## src/rtl/pkt_fr_pkg.sv

```systemverilog
// Shared types and constants for the transmit packet framer.
package pkt_fr_pkg;

    // Field currently being sent; FLD_IDLE means no frame in flight.
    typedef enum logic [2:0] {
        FLD_IDLE = 3'd0,
        FLD_PRE  = 3'd1,
        FLD_SYNC = 3'd2,
        FLD_HDR  = 3'd3,
        FLD_LEN  = 3'd4,
        FLD_PAY  = 3'd5,
        FLD_CRC  = 3'd6
    } fld_e;

    localparam logic [15:0] POLY_CCITT = 16'h1021;
    localparam logic [15:0] POLY_IBM   = 16'h8005;
    localparam logic [15:0] CRC_SEED   = 16'hFFFF;
    localparam logic [7:0]  PRE_BYTE   = 8'hAA;

endpackage

```

## src/rtl/pkt_fr_cfg.sv

```systemverilog
// Configuration capture: copies every frame setting into registers when a
// start request is accepted, so the frame in flight never sees later changes.
// Assumes the caller raises go only while idle.
module pkt_fr_cfg #(
    parameter int PRE_CNT_W  = 9,
    parameter int SYNC_LEN_W = 2,
    parameter int SYNC_W     = 32,
    parameter int HDR_LEN_W  = 3,
    parameter int HDR_W      = 32,
    parameter int PAY_CNT_W  = 8
) (
    input  logic                  clk,
    input  logic                  rst_n,
    input  logic                  go,
    input  logic [PRE_CNT_W-1:0]  pre_len_m1_d,
    input  logic [SYNC_LEN_W-1:0] sync_len_m1_d,
    input  logic [SYNC_W-1:0]     sync_word_d,
    input  logic [HDR_LEN_W-1:0]  hdr_len_d,
    input  logic [HDR_W-1:0]      hdr_word_d,
    input  logic                  len_en_d,
    input  logic [PAY_CNT_W-1:0]  pay_len_d,
    input  logic                  crc_en_d,
    input  logic                  crc_sel_d,
    output logic [PRE_CNT_W-1:0]  pre_len_m1_q,
    output logic [SYNC_LEN_W-1:0] sync_len_m1_q,
    output logic [SYNC_W-1:0]     sync_word_q,
    output logic [HDR_LEN_W-1:0]  hdr_len_q,
    output logic [HDR_W-1:0]      hdr_word_q,
    output logic                  len_en_q,
    output logic [PAY_CNT_W-1:0]  pay_len_q,
    output logic                  crc_en_q,
    output logic                  crc_sel_q
);

    // Capture the settings on an accepted start.
    always_ff @(posedge clk) begin
        if (!rst_n) begin
            pre_len_m1_q  <= '0;
            sync_len_m1_q <= '0;
            sync_word_q   <= '0;
            hdr_len_q     <= '0;
            hdr_word_q    <= '0;
            len_en_q      <= 1'b0;
            pay_len_q     <= '0;
            crc_en_q      <= 1'b0;
            crc_sel_q     <= 1'b0;
        end else if (go) begin
            pre_len_m1_q  <= pre_len_m1_d;
            sync_len_m1_q <= sync_len_m1_d;
            sync_word_q   <= sync_word_d;
            hdr_len_q     <= hdr_len_d;
            hdr_word_q    <= hdr_word_d;
            len_en_q      <= len_en_d;
            pay_len_q     <= pay_len_d;
            crc_en_q      <= crc_en_d;
            crc_sel_q     <= crc_sel_d;
        end
    end

endmodule

```

## src/rtl/pkt_fr_seq.sv

```systemverilog
// Field sequencer: tracks which field is being sent and the byte index inside
// it, moves to the next present field after the last byte is accepted, and
// pulses done one cycle after the frame's final byte. Assumes a header
// length no larger than the header register and a payload length of at least 1.
module pkt_fr_seq
    import pkt_fr_pkg::*;
#(
    parameter int PRE_CNT_W  = 9,
    parameter int SYNC_LEN_W = 2,
    parameter int HDR_LEN_W  = 3,
    parameter int PAY_CNT_W  = 8,
    parameter int IDX_W      = 9
) (
    input  logic                  clk,
    input  logic                  rst_n,
    input  logic                  start,
    input  logic                  beat,
    input  logic [PRE_CNT_W-1:0]  pre_len_m1,
    input  logic [SYNC_LEN_W-1:0] sync_len_m1,
    input  logic [HDR_LEN_W-1:0]  hdr_len,
    input  logic                  len_en,
    input  logic [PAY_CNT_W-1:0]  pay_len,
    input  logic                  crc_en,
    output logic                  go,
    output fld_e                  fld_q,
    output logic [IDX_W-1:0]      idx_q,
    output logic                  done_q
);

    logic [IDX_W-1:0] last_idx;
    fld_e             fld_nxt;

    assign go = start && (fld_q == FLD_IDLE);

    // Index of the final byte of the current field.
    always_comb begin
        case (fld_q)
            FLD_PRE:  last_idx = IDX_W'(pre_len_m1);
            FLD_SYNC: last_idx = IDX_W'(sync_len_m1);
            FLD_HDR:  last_idx = IDX_W'(hdr_len) - IDX_W'(1);
            FLD_PAY:  last_idx = IDX_W'(pay_len) - IDX_W'(1);
            FLD_CRC:  last_idx = IDX_W'(1);
            default:  last_idx = '0;
        endcase
    end

    // Field that follows the current one, skipping absent fields.
    always_comb begin
        case (fld_q)
            FLD_PRE:  fld_nxt = FLD_SYNC;
            FLD_SYNC: fld_nxt = (hdr_len != '0) ? FLD_HDR :
                                (len_en ? FLD_LEN : FLD_PAY);
            FLD_HDR:  fld_nxt = len_en ? FLD_LEN : FLD_PAY;
            FLD_LEN:  fld_nxt = FLD_PAY;
            FLD_PAY:  fld_nxt = crc_en ? FLD_CRC : FLD_IDLE;
            default:  fld_nxt = FLD_IDLE;
        endcase
    end

    // Advance field and byte index on accepted bytes; raise done at the end.
    always_ff @(posedge clk) begin
        if (!rst_n) begin
            fld_q  <= FLD_IDLE;
            idx_q  <= '0;
            done_q <= 1'b0;
        end else begin
            done_q <= 1'b0;
            if (fld_q == FLD_IDLE) begin
                if (start) begin
                    fld_q <= FLD_PRE;
                    idx_q <= '0;
                end
            end else if (beat) begin
                if (idx_q == last_idx) begin
                    fld_q  <= fld_nxt;
                    idx_q  <= '0;
                    done_q <= (fld_nxt == FLD_IDLE);
                end else begin
                    idx_q <= idx_q + IDX_W'(1);
                end
            end
        end
    end

endmodule

```

## src/rtl/pkt_fr_crc.sv

```systemverilog
// CRC-16 accumulator: processes one byte per update, MSB first, with no
// reflection and no final XOR. The polynomial is chosen by sel. Assumes
// clear and upd are never high together.
module pkt_fr_crc
    import pkt_fr_pkg::*;
(
    input  logic        clk,
    input  logic        rst_n,
    input  logic        clear,
    input  logic        upd,
    input  logic        sel,
    input  logic [7:0]  data,
    output logic [15:0] crc_q
);

    logic [15:0] poly;
    logic [15:0] crc_nxt;

    assign poly = sel ? POLY_IBM : POLY_CCITT;

    // Fold one byte into the running remainder, bit by bit.
    always_comb begin
        crc_nxt = crc_q;
        for (int b = 7; b >= 0; b--) begin
            if (crc_nxt[15] ^ data[b]) begin
                crc_nxt = {crc_nxt[14:0], 1'b0} ^ poly;
            end else begin
                crc_nxt = {crc_nxt[14:0], 1'b0};
            end
        end
    end

    // Hold the remainder: seed on clear, fold on update.
    always_ff @(posedge clk) begin
        if (!rst_n) begin
            crc_q <= CRC_SEED;
        end else if (clear) begin
            crc_q <= CRC_SEED;
        end else if (upd) begin
            crc_q <= crc_nxt;
        end
    end

endmodule

```

## src/rtl/pkt_tx_framer.sv

```systemverilog
// Transmit packet framer top: captures the configuration at start, steps
// through the fields, picks the outgoing byte and passes payload bytes
// straight through under the downstream handshake. Assumes the payload
// source holds its byte while valid and not ready.
module pkt_tx_framer
    import pkt_fr_pkg::*;
#(
    parameter int PRE_CNT_W  = 9,
    parameter int SYNC_BYTES = 4,
    parameter int HDR_BYTES  = 4,
    parameter int PAY_CNT_W  = 8
) (
    input  logic                                 clk,
    input  logic                                 rst_n,
    input  logic                                 start_i,
    input  logic [PRE_CNT_W-1:0]                 pre_len_m1_i,
    input  logic [$clog2(SYNC_BYTES)-1:0]        sync_len_m1_i,
    input  logic [SYNC_BYTES*8-1:0]              sync_word_i,
    input  logic [$clog2(HDR_BYTES+1)-1:0]       hdr_len_i,
    input  logic [HDR_BYTES*8-1:0]               hdr_word_i,
    input  logic                                 len_en_i,
    input  logic [PAY_CNT_W-1:0]                 pay_len_i,
    input  logic                                 crc_en_i,
    input  logic                                 crc_sel_i,
    input  logic [7:0]                           pay_data_i,
    input  logic                                 pay_valid_i,
    output logic                                 pay_ready_o,
    output logic [7:0]                           tx_data_o,
    output logic                                 tx_valid_o,
    input  logic                                 tx_ready_i,
    output logic                                 done_o
);

    localparam int SYNC_LEN_W = $clog2(SYNC_BYTES);
    localparam int HDR_LEN_W  = $clog2(HDR_BYTES + 1);
    localparam int SYNC_W     = SYNC_BYTES * 8;
    localparam int HDR_W      = HDR_BYTES * 8;
    localparam int IDX_W      = (PRE_CNT_W > PAY_CNT_W) ? PRE_CNT_W : PAY_CNT_W;
    localparam int SYNC_SLOTS = 1 << SYNC_LEN_W;
    localparam int HDR_SLOTS  = 1 << HDR_LEN_W;

    logic [PRE_CNT_W-1:0]  pre_len_m1_q;
    logic [SYNC_LEN_W-1:0] sync_len_m1_q;
    logic [SYNC_W-1:0]     sync_word_q;
    logic [HDR_LEN_W-1:0]  hdr_len_q;
    logic [HDR_W-1:0]      hdr_word_q;
    logic                  len_en_q;
    logic [PAY_CNT_W-1:0]  pay_len_q;
    logic                  crc_en_q;
    logic                  crc_sel_q;

    logic                  go;
    logic                  beat;
    fld_e                  fld_q;
    logic [IDX_W-1:0]      idx_q;
    logic [15:0]           crc_q;
    logic                  crc_upd;

    logic [7:0]            sync_b [SYNC_SLOTS];
    logic [7:0]            hdr_b  [HDR_SLOTS];
    logic [SYNC_LEN_W-1:0] sync_sel;
    logic [HDR_LEN_W-1:0]  hdr_sel;

    pkt_fr_cfg #(
        .PRE_CNT_W (PRE_CNT_W),
        .SYNC_LEN_W(SYNC_LEN_W),
        .SYNC_W    (SYNC_W),
        .HDR_LEN_W (HDR_LEN_W),
        .HDR_W     (HDR_W),
        .PAY_CNT_W (PAY_CNT_W)
    ) u_cfg (
        .clk          (clk),
        .rst_n        (rst_n),
        .go           (go),
        .pre_len_m1_d (pre_len_m1_i),
        .sync_len_m1_d(sync_len_m1_i),
        .sync_word_d  (sync_word_i),
        .hdr_len_d    (hdr_len_i),
        .hdr_word_d   (hdr_word_i),
        .len_en_d     (len_en_i),
        .pay_len_d    (pay_len_i),
        .crc_en_d     (crc_en_i),
        .crc_sel_d    (crc_sel_i),
        .pre_len_m1_q (pre_len_m1_q),
        .sync_len_m1_q(sync_len_m1_q),
        .sync_word_q  (sync_word_q),
        .hdr_len_q    (hdr_len_q),
        .hdr_word_q   (hdr_word_q),
        .len_en_q     (len_en_q),
        .pay_len_q    (pay_len_q),
        .crc_en_q     (crc_en_q),
        .crc_sel_q    (crc_sel_q)
    );

    pkt_fr_seq #(
        .PRE_CNT_W (PRE_CNT_W),
        .SYNC_LEN_W(SYNC_LEN_W),
        .HDR_LEN_W (HDR_LEN_W),
        .PAY_CNT_W (PAY_CNT_W),
        .IDX_W     (IDX_W)
    ) u_seq (
        .clk        (clk),
        .rst_n      (rst_n),
        .start      (start_i),
        .beat       (beat),
        .pre_len_m1 (pre_len_m1_q),
        .sync_len_m1(sync_len_m1_q),
        .hdr_len    (hdr_len_q),
        .len_en     (len_en_q),
        .pay_len    (pay_len_q),
        .crc_en     (crc_en_q),
        .go         (go),
        .fld_q      (fld_q),
        .idx_q      (idx_q),
        .done_q     (done_o)
    );

    pkt_fr_crc u_crc (
        .clk  (clk),
        .rst_n(rst_n),
        .clear(go),
        .upd  (crc_upd),
        .sel  (crc_sel_q),
        .data (tx_data_o),
        .crc_q(crc_q)
    );

    // Split the sync and header words into byte slots; unused slots read zero.
    for (genvar g = 0; g < SYNC_SLOTS; g++) begin : g_sync_slot
        if (g < SYNC_BYTES) begin : g_used
            assign sync_b[g] = sync_word_q[g*8 +: 8];
        end else begin : g_pad
            assign sync_b[g] = 8'h00;
        end
    end

    for (genvar g = 0; g < HDR_SLOTS; g++) begin : g_hdr_slot
        if (g < HDR_BYTES) begin : g_used
            assign hdr_b[g] = hdr_word_q[g*8 +: 8];
        end else begin : g_pad
            assign hdr_b[g] = 8'h00;
        end
    end

    // Most significant active byte goes first.
    assign sync_sel = sync_len_m1_q - idx_q[SYNC_LEN_W-1:0];
    assign hdr_sel  = hdr_len_q - HDR_LEN_W'(1) - idx_q[HDR_LEN_W-1:0];

    // Handshake and pass-through for the payload.
    assign tx_valid_o  = (fld_q == FLD_PAY) ? pay_valid_i : (fld_q != FLD_IDLE);
    assign pay_ready_o = (fld_q == FLD_PAY) && tx_ready_i;
    assign beat        = tx_valid_o && tx_ready_i;
    assign crc_upd     = beat && ((fld_q == FLD_HDR) || (fld_q == FLD_LEN) ||
                                  (fld_q == FLD_PAY));

    // Select the outgoing byte for the current field.
    always_comb begin
        case (fld_q)
            FLD_PRE:  tx_data_o = PRE_BYTE;
            FLD_SYNC: tx_data_o = sync_b[sync_sel];
            FLD_HDR:  tx_data_o = hdr_b[hdr_sel];
            FLD_LEN:  tx_data_o = 8'(pay_len_q);
            FLD_PAY:  tx_data_o = pay_data_i;
            FLD_CRC:  tx_data_o = (idx_q == '0) ? crc_q[15:8] : crc_q[7:0];
            default:  tx_data_o = 8'h00;
        endcase
    end

endmodule

```

## config.mk

```make
export PLATFORM = sky130hd
export DESIGN_NAME = pkt_tx_framer
export DESIGN_NICKNAME = d
export VERILOG_FILES = /design/src/rtl/pkt_fr_pkg.sv /design/src/rtl/pkt_fr_cfg.sv /design/src/rtl/pkt_fr_seq.sv /design/src/rtl/pkt_fr_crc.sv /design/src/rtl/pkt_tx_framer.sv
export SDC_FILE = /design/constraint.sdc
export NUM_CORES = 1
export LEC_CHECK = 0
export ABC_AREA = 1
export ABC_CLOCK_PERIOD_IN_PS = 7100
export BUFFER_PORTS_ARGS = -buffer_cell sky130_fd_sc_hd__buf_2
export CAP_MARGIN = 20
export CORE_MARGIN = 2
export CORE_UTILIZATION = 37
export CTS_BUF_LIST = sky130_fd_sc_hd__clkbuf_4 sky130_fd_sc_hd__clkbuf_8
export DETAILED_ROUTE_END_ITERATION = 8
export HOLD_SLACK_MARGIN = 0.06
export PLACE_DENSITY = 0.59
export REMOVE_ABC_BUFFERS = 1
export SYNTH_ARGS = -nofsm -noshare
export SYNTH_HDL_FRONTEND = slang
export SYNTH_HIERARCHICAL = 1
export SYNTH_SLANG_ARGS = --single-unit
```

## constraint.sdc

```tcl
create_clock -name clk -period 7.1 [get_ports clk]
set_input_delay 0.71 -clock clk [delete_from_list [all_inputs] [get_ports clk]]
set_output_delay 0.71 -clock clk [all_outputs]
set_load 0.01 [all_outputs]
```

==> reports/qor.txt <==
outcome - finished clean
EDFF count, synth - 0
hold_ws - 0.4701 ns
Routed WL per cell - 12.13 um
CTS Buffer Depth - 2
Cells after Synth - 1308
YS warnings - 6
internal power - 1647 uW
most frequent CP cell - nand2_1
post-CTS sizing - 0
RSZ-0062 raised after global routing - no
setup violators final - 0
Initial Util - 37.38%
nets@finish - 1506
worst endpoint required time - 7.43 ns
DRT antenna net count - 0
Mean Syn Cell Area - 5.951 sq um
met2 WL post-DR - 8942 um
Area growth, synth to finish - 13.07%
logic gate share of total power - 45.3%
total power - 2940 uW
DP Area - 8358 sq um
first-pass GRT wire length - 33880 um
total of max-cap violations - 0
setup TNS - 0 ns
initial antenna violation count - 0
Clock Latency Late Sink - 0.44 ns
Slew headroom - 30.81%
pre-CTS setup slack - 2.880 ns
Worst Setup Start Kind - flop
largest net degree at the start of global routing - 112
I/O pins - 113
die area - 22210 sq um
Critical Path Source - u_seq/idx_q[0]
Reg clk slew, reported paths - 0.07 ns
die width - 149.0 um
chip height - 149.0 um
TritonCTS buffer count - 17
post-DR vias/cell - 4.465
Sw Pwr - 1294 uW
register area - 2362 sq um
Core Region - 20820 sq um
Slew Viols, Final - 0
Mapped Area - 7784 sq um
Clk network pwr share - 23.6%
Ant. Diodes - 0
pwr/cell area - 334.1 nW/um^2
highest metal layer with signal wires - met4
Critical-path top delay cell - fa_1
Detailed Route Iter0 Violations - 563
dpl hpwl - 15380 um
Reg power frac - 31.1%
synth top area cells - dfxtp_1, nand2_1, nor2_1, inv_1, nand3_1
Reg2Reg Launch Point - u_seq/idx_q[0]
Detailed Routing Iterations Pass 1 - 5
multi-input logic area - 4156 sq um
crit path DAT - 4.65 ns
design area - 8801 sq um
min-delay worst type - reg2reg
Setup crit end kind - flop
Net Sw Frac - 44.00%
Setup Buffers After CTS - 0
distinct cell type count of the synthesized netlist - 44
Worst-Margin Slew - 1.038 ns
Fillers - 2339
Clock Sink Count - 118
PortBufs - 112
Leak - 0.004841 uW
Seq/Total Area, Yosys - 30.35%
DRC violations left - 0
Synth Register Bits - 118
max incr delay on CP - 0.67 ns
crit path max fanout - 9
total number of vias - 7523
Yosys top cell area share - 30.35%
RePlAce Congestion - 0.9090
hold path start - u_cfg/sync_word_q[24]
gr usage total - 19.07%
vias in the first global route - 6901
Site Rows - 53
Post-synth top flop - dfxtp_1
min cycle time layout - 4.314 ns
final wirelength - 20440 um
post-synthesis async set-or-reset flop share - 0%
cts hold-fix bufs - 0
Remaining Overflow, GRT - 0
Yosys top cell by area - dfxtp_1
Worst Setup Slack, final - 2.786 ns
fmax - 231.8 MHz
htree depth - 4
TritonCTS clock tree - done
M1 wire length - 10410 um
Setup CP Type - reg2reg
Worst Skew - 0.01328 ns
Peak VDD IR - 0.1615 mV
root buf cell - clkbuf_8
Fin. Hold Viols - 0
WL met3 - 906 um
crit share post-route - 60.76%
share of layout cells above drive strength 1 - 14.96%
## kinds of logic (layout without fill, tap and decap cells)
kind of cell,Yosys count,count (layout),synth area share [%]
simple gates,805,805,44.22
mux,8,8,1.029
xor+xnor,15,15,1.688
compound gates,71,71,5.241
buf+inv,284,386,16.25
flops,118,118,30.35
fa+ha+maj,7,7,1.222
## cell type report
type | instances | share of cell area, %
Multi-Input combinational cell | 906 | 47.23
Clock inverter | 11 | 1.962
Sequential cell | 118 | 26.84
Timing Repair Buffer | 117 | 6.796
Inverter | 237 | 10.19
Tap cell | 275 | 3.910
Clock buffer | 21 | 3.071
## power groups by stage
stage	Clock, uW	Sequential, uW	Combinational, uW
after floorplan	0	903	1040
after global placement	0	930	1330
after detailed placement	0	931	1330
after CTS	714	917	1330
after global routing	741	937	1530
final	695	914	1330
## sequential cells by signal, summed over array words and instances, names as in the netlist
signal,flops
u_cfg/crc_en_q,1
u_cfg/crc_sel_q,1
u_cfg/hdr_len_q,3
u_cfg/hdr_word_q,32
u_cfg/len_en_q,1
u_cfg/pay_len_q,8
u_cfg/pre_len_m1_q,9
u_cfg/sync_len_m1_q,2
u_cfg/sync_word_q,32
u_crc/crc_q,16
u_seq/done_q,1
u_seq/fld_q,3
u_seq/idx_q,9
## critical path, delay by kind of cell, from the launching register on
family	cells	cell delay [ns]
buffers and inverters	4	0.44
DFF	1	0.44
adders and majority gates	2	0.86
and+or+nand+nor	28	2.46
## final timing paths
path	depth (start not counted)	slack, ns	to
hold reg to reg	2	0.47	u_cfg/sync_word_q[24]
setup / recovery	34	2.79	u_crc/crc_q[12]
hold / removal	2	0.47	u_cfg/sync_word_q[24]
setup reg to reg	34	2.79	u_crc/crc_q[12]
## metal layers
metal / GRT usage [%] / vias up
met3: 3.211 / 13
met4: 4.333 / 0
met2: 30.48 / 150
met5: 0 / -
li1: - / 4086
met1: 26.94 / 3274
## placed cells by master (no fill, tap or decap), types with 7 or more instances in the layout
master    instances
a21oi_1          29
nand3_2          12
nor2_2           12
nor2_1          242
xor2_1           14
nand4_1           9
mux2i_1           8
clkbuf_8         18
inv_1           226
nor3_1            7
nand2_1         403
nand3_1          92
o21ai_0          20
dfxtp_1         118
buf_2           112
inv_2             8
nand2_2           9
## stage by stage
step,utilization [%],cells
2_1_floorplan,-,1261
3_3_place_gp,40.14,1653
3_5_place_dp,40.14,1653
4_1_cts,42.27,1685
5_1_grt,42.27,1685
6_report,42.27,1685
## cell usage after synthesis (2+ instances only)
cell type    n
o221ai_1     2
clkbuf_1     2
o21ai_1      6
a21oi_1     29
dfxtp_1    118
nand2_1    403
nand3_2     12
nand2_4      6
nand3_4      4
o21ai_0     20
nor2_1     242
buf_6       15
nand4_1      9
buf_2       18
nor2_2      12
ha_1         6
xor2_1      14
nor3_1       7
o211ai_1     4
nand3_1     92
buf_4        8
nor2_4       3
nor3_2       2
inv_1      227
inv_2        8
mux2i_1      8
o21a_1       5
nand2_2      9
a21oi_2      2
Note: power is estimated with default switching activity, not from simulation.
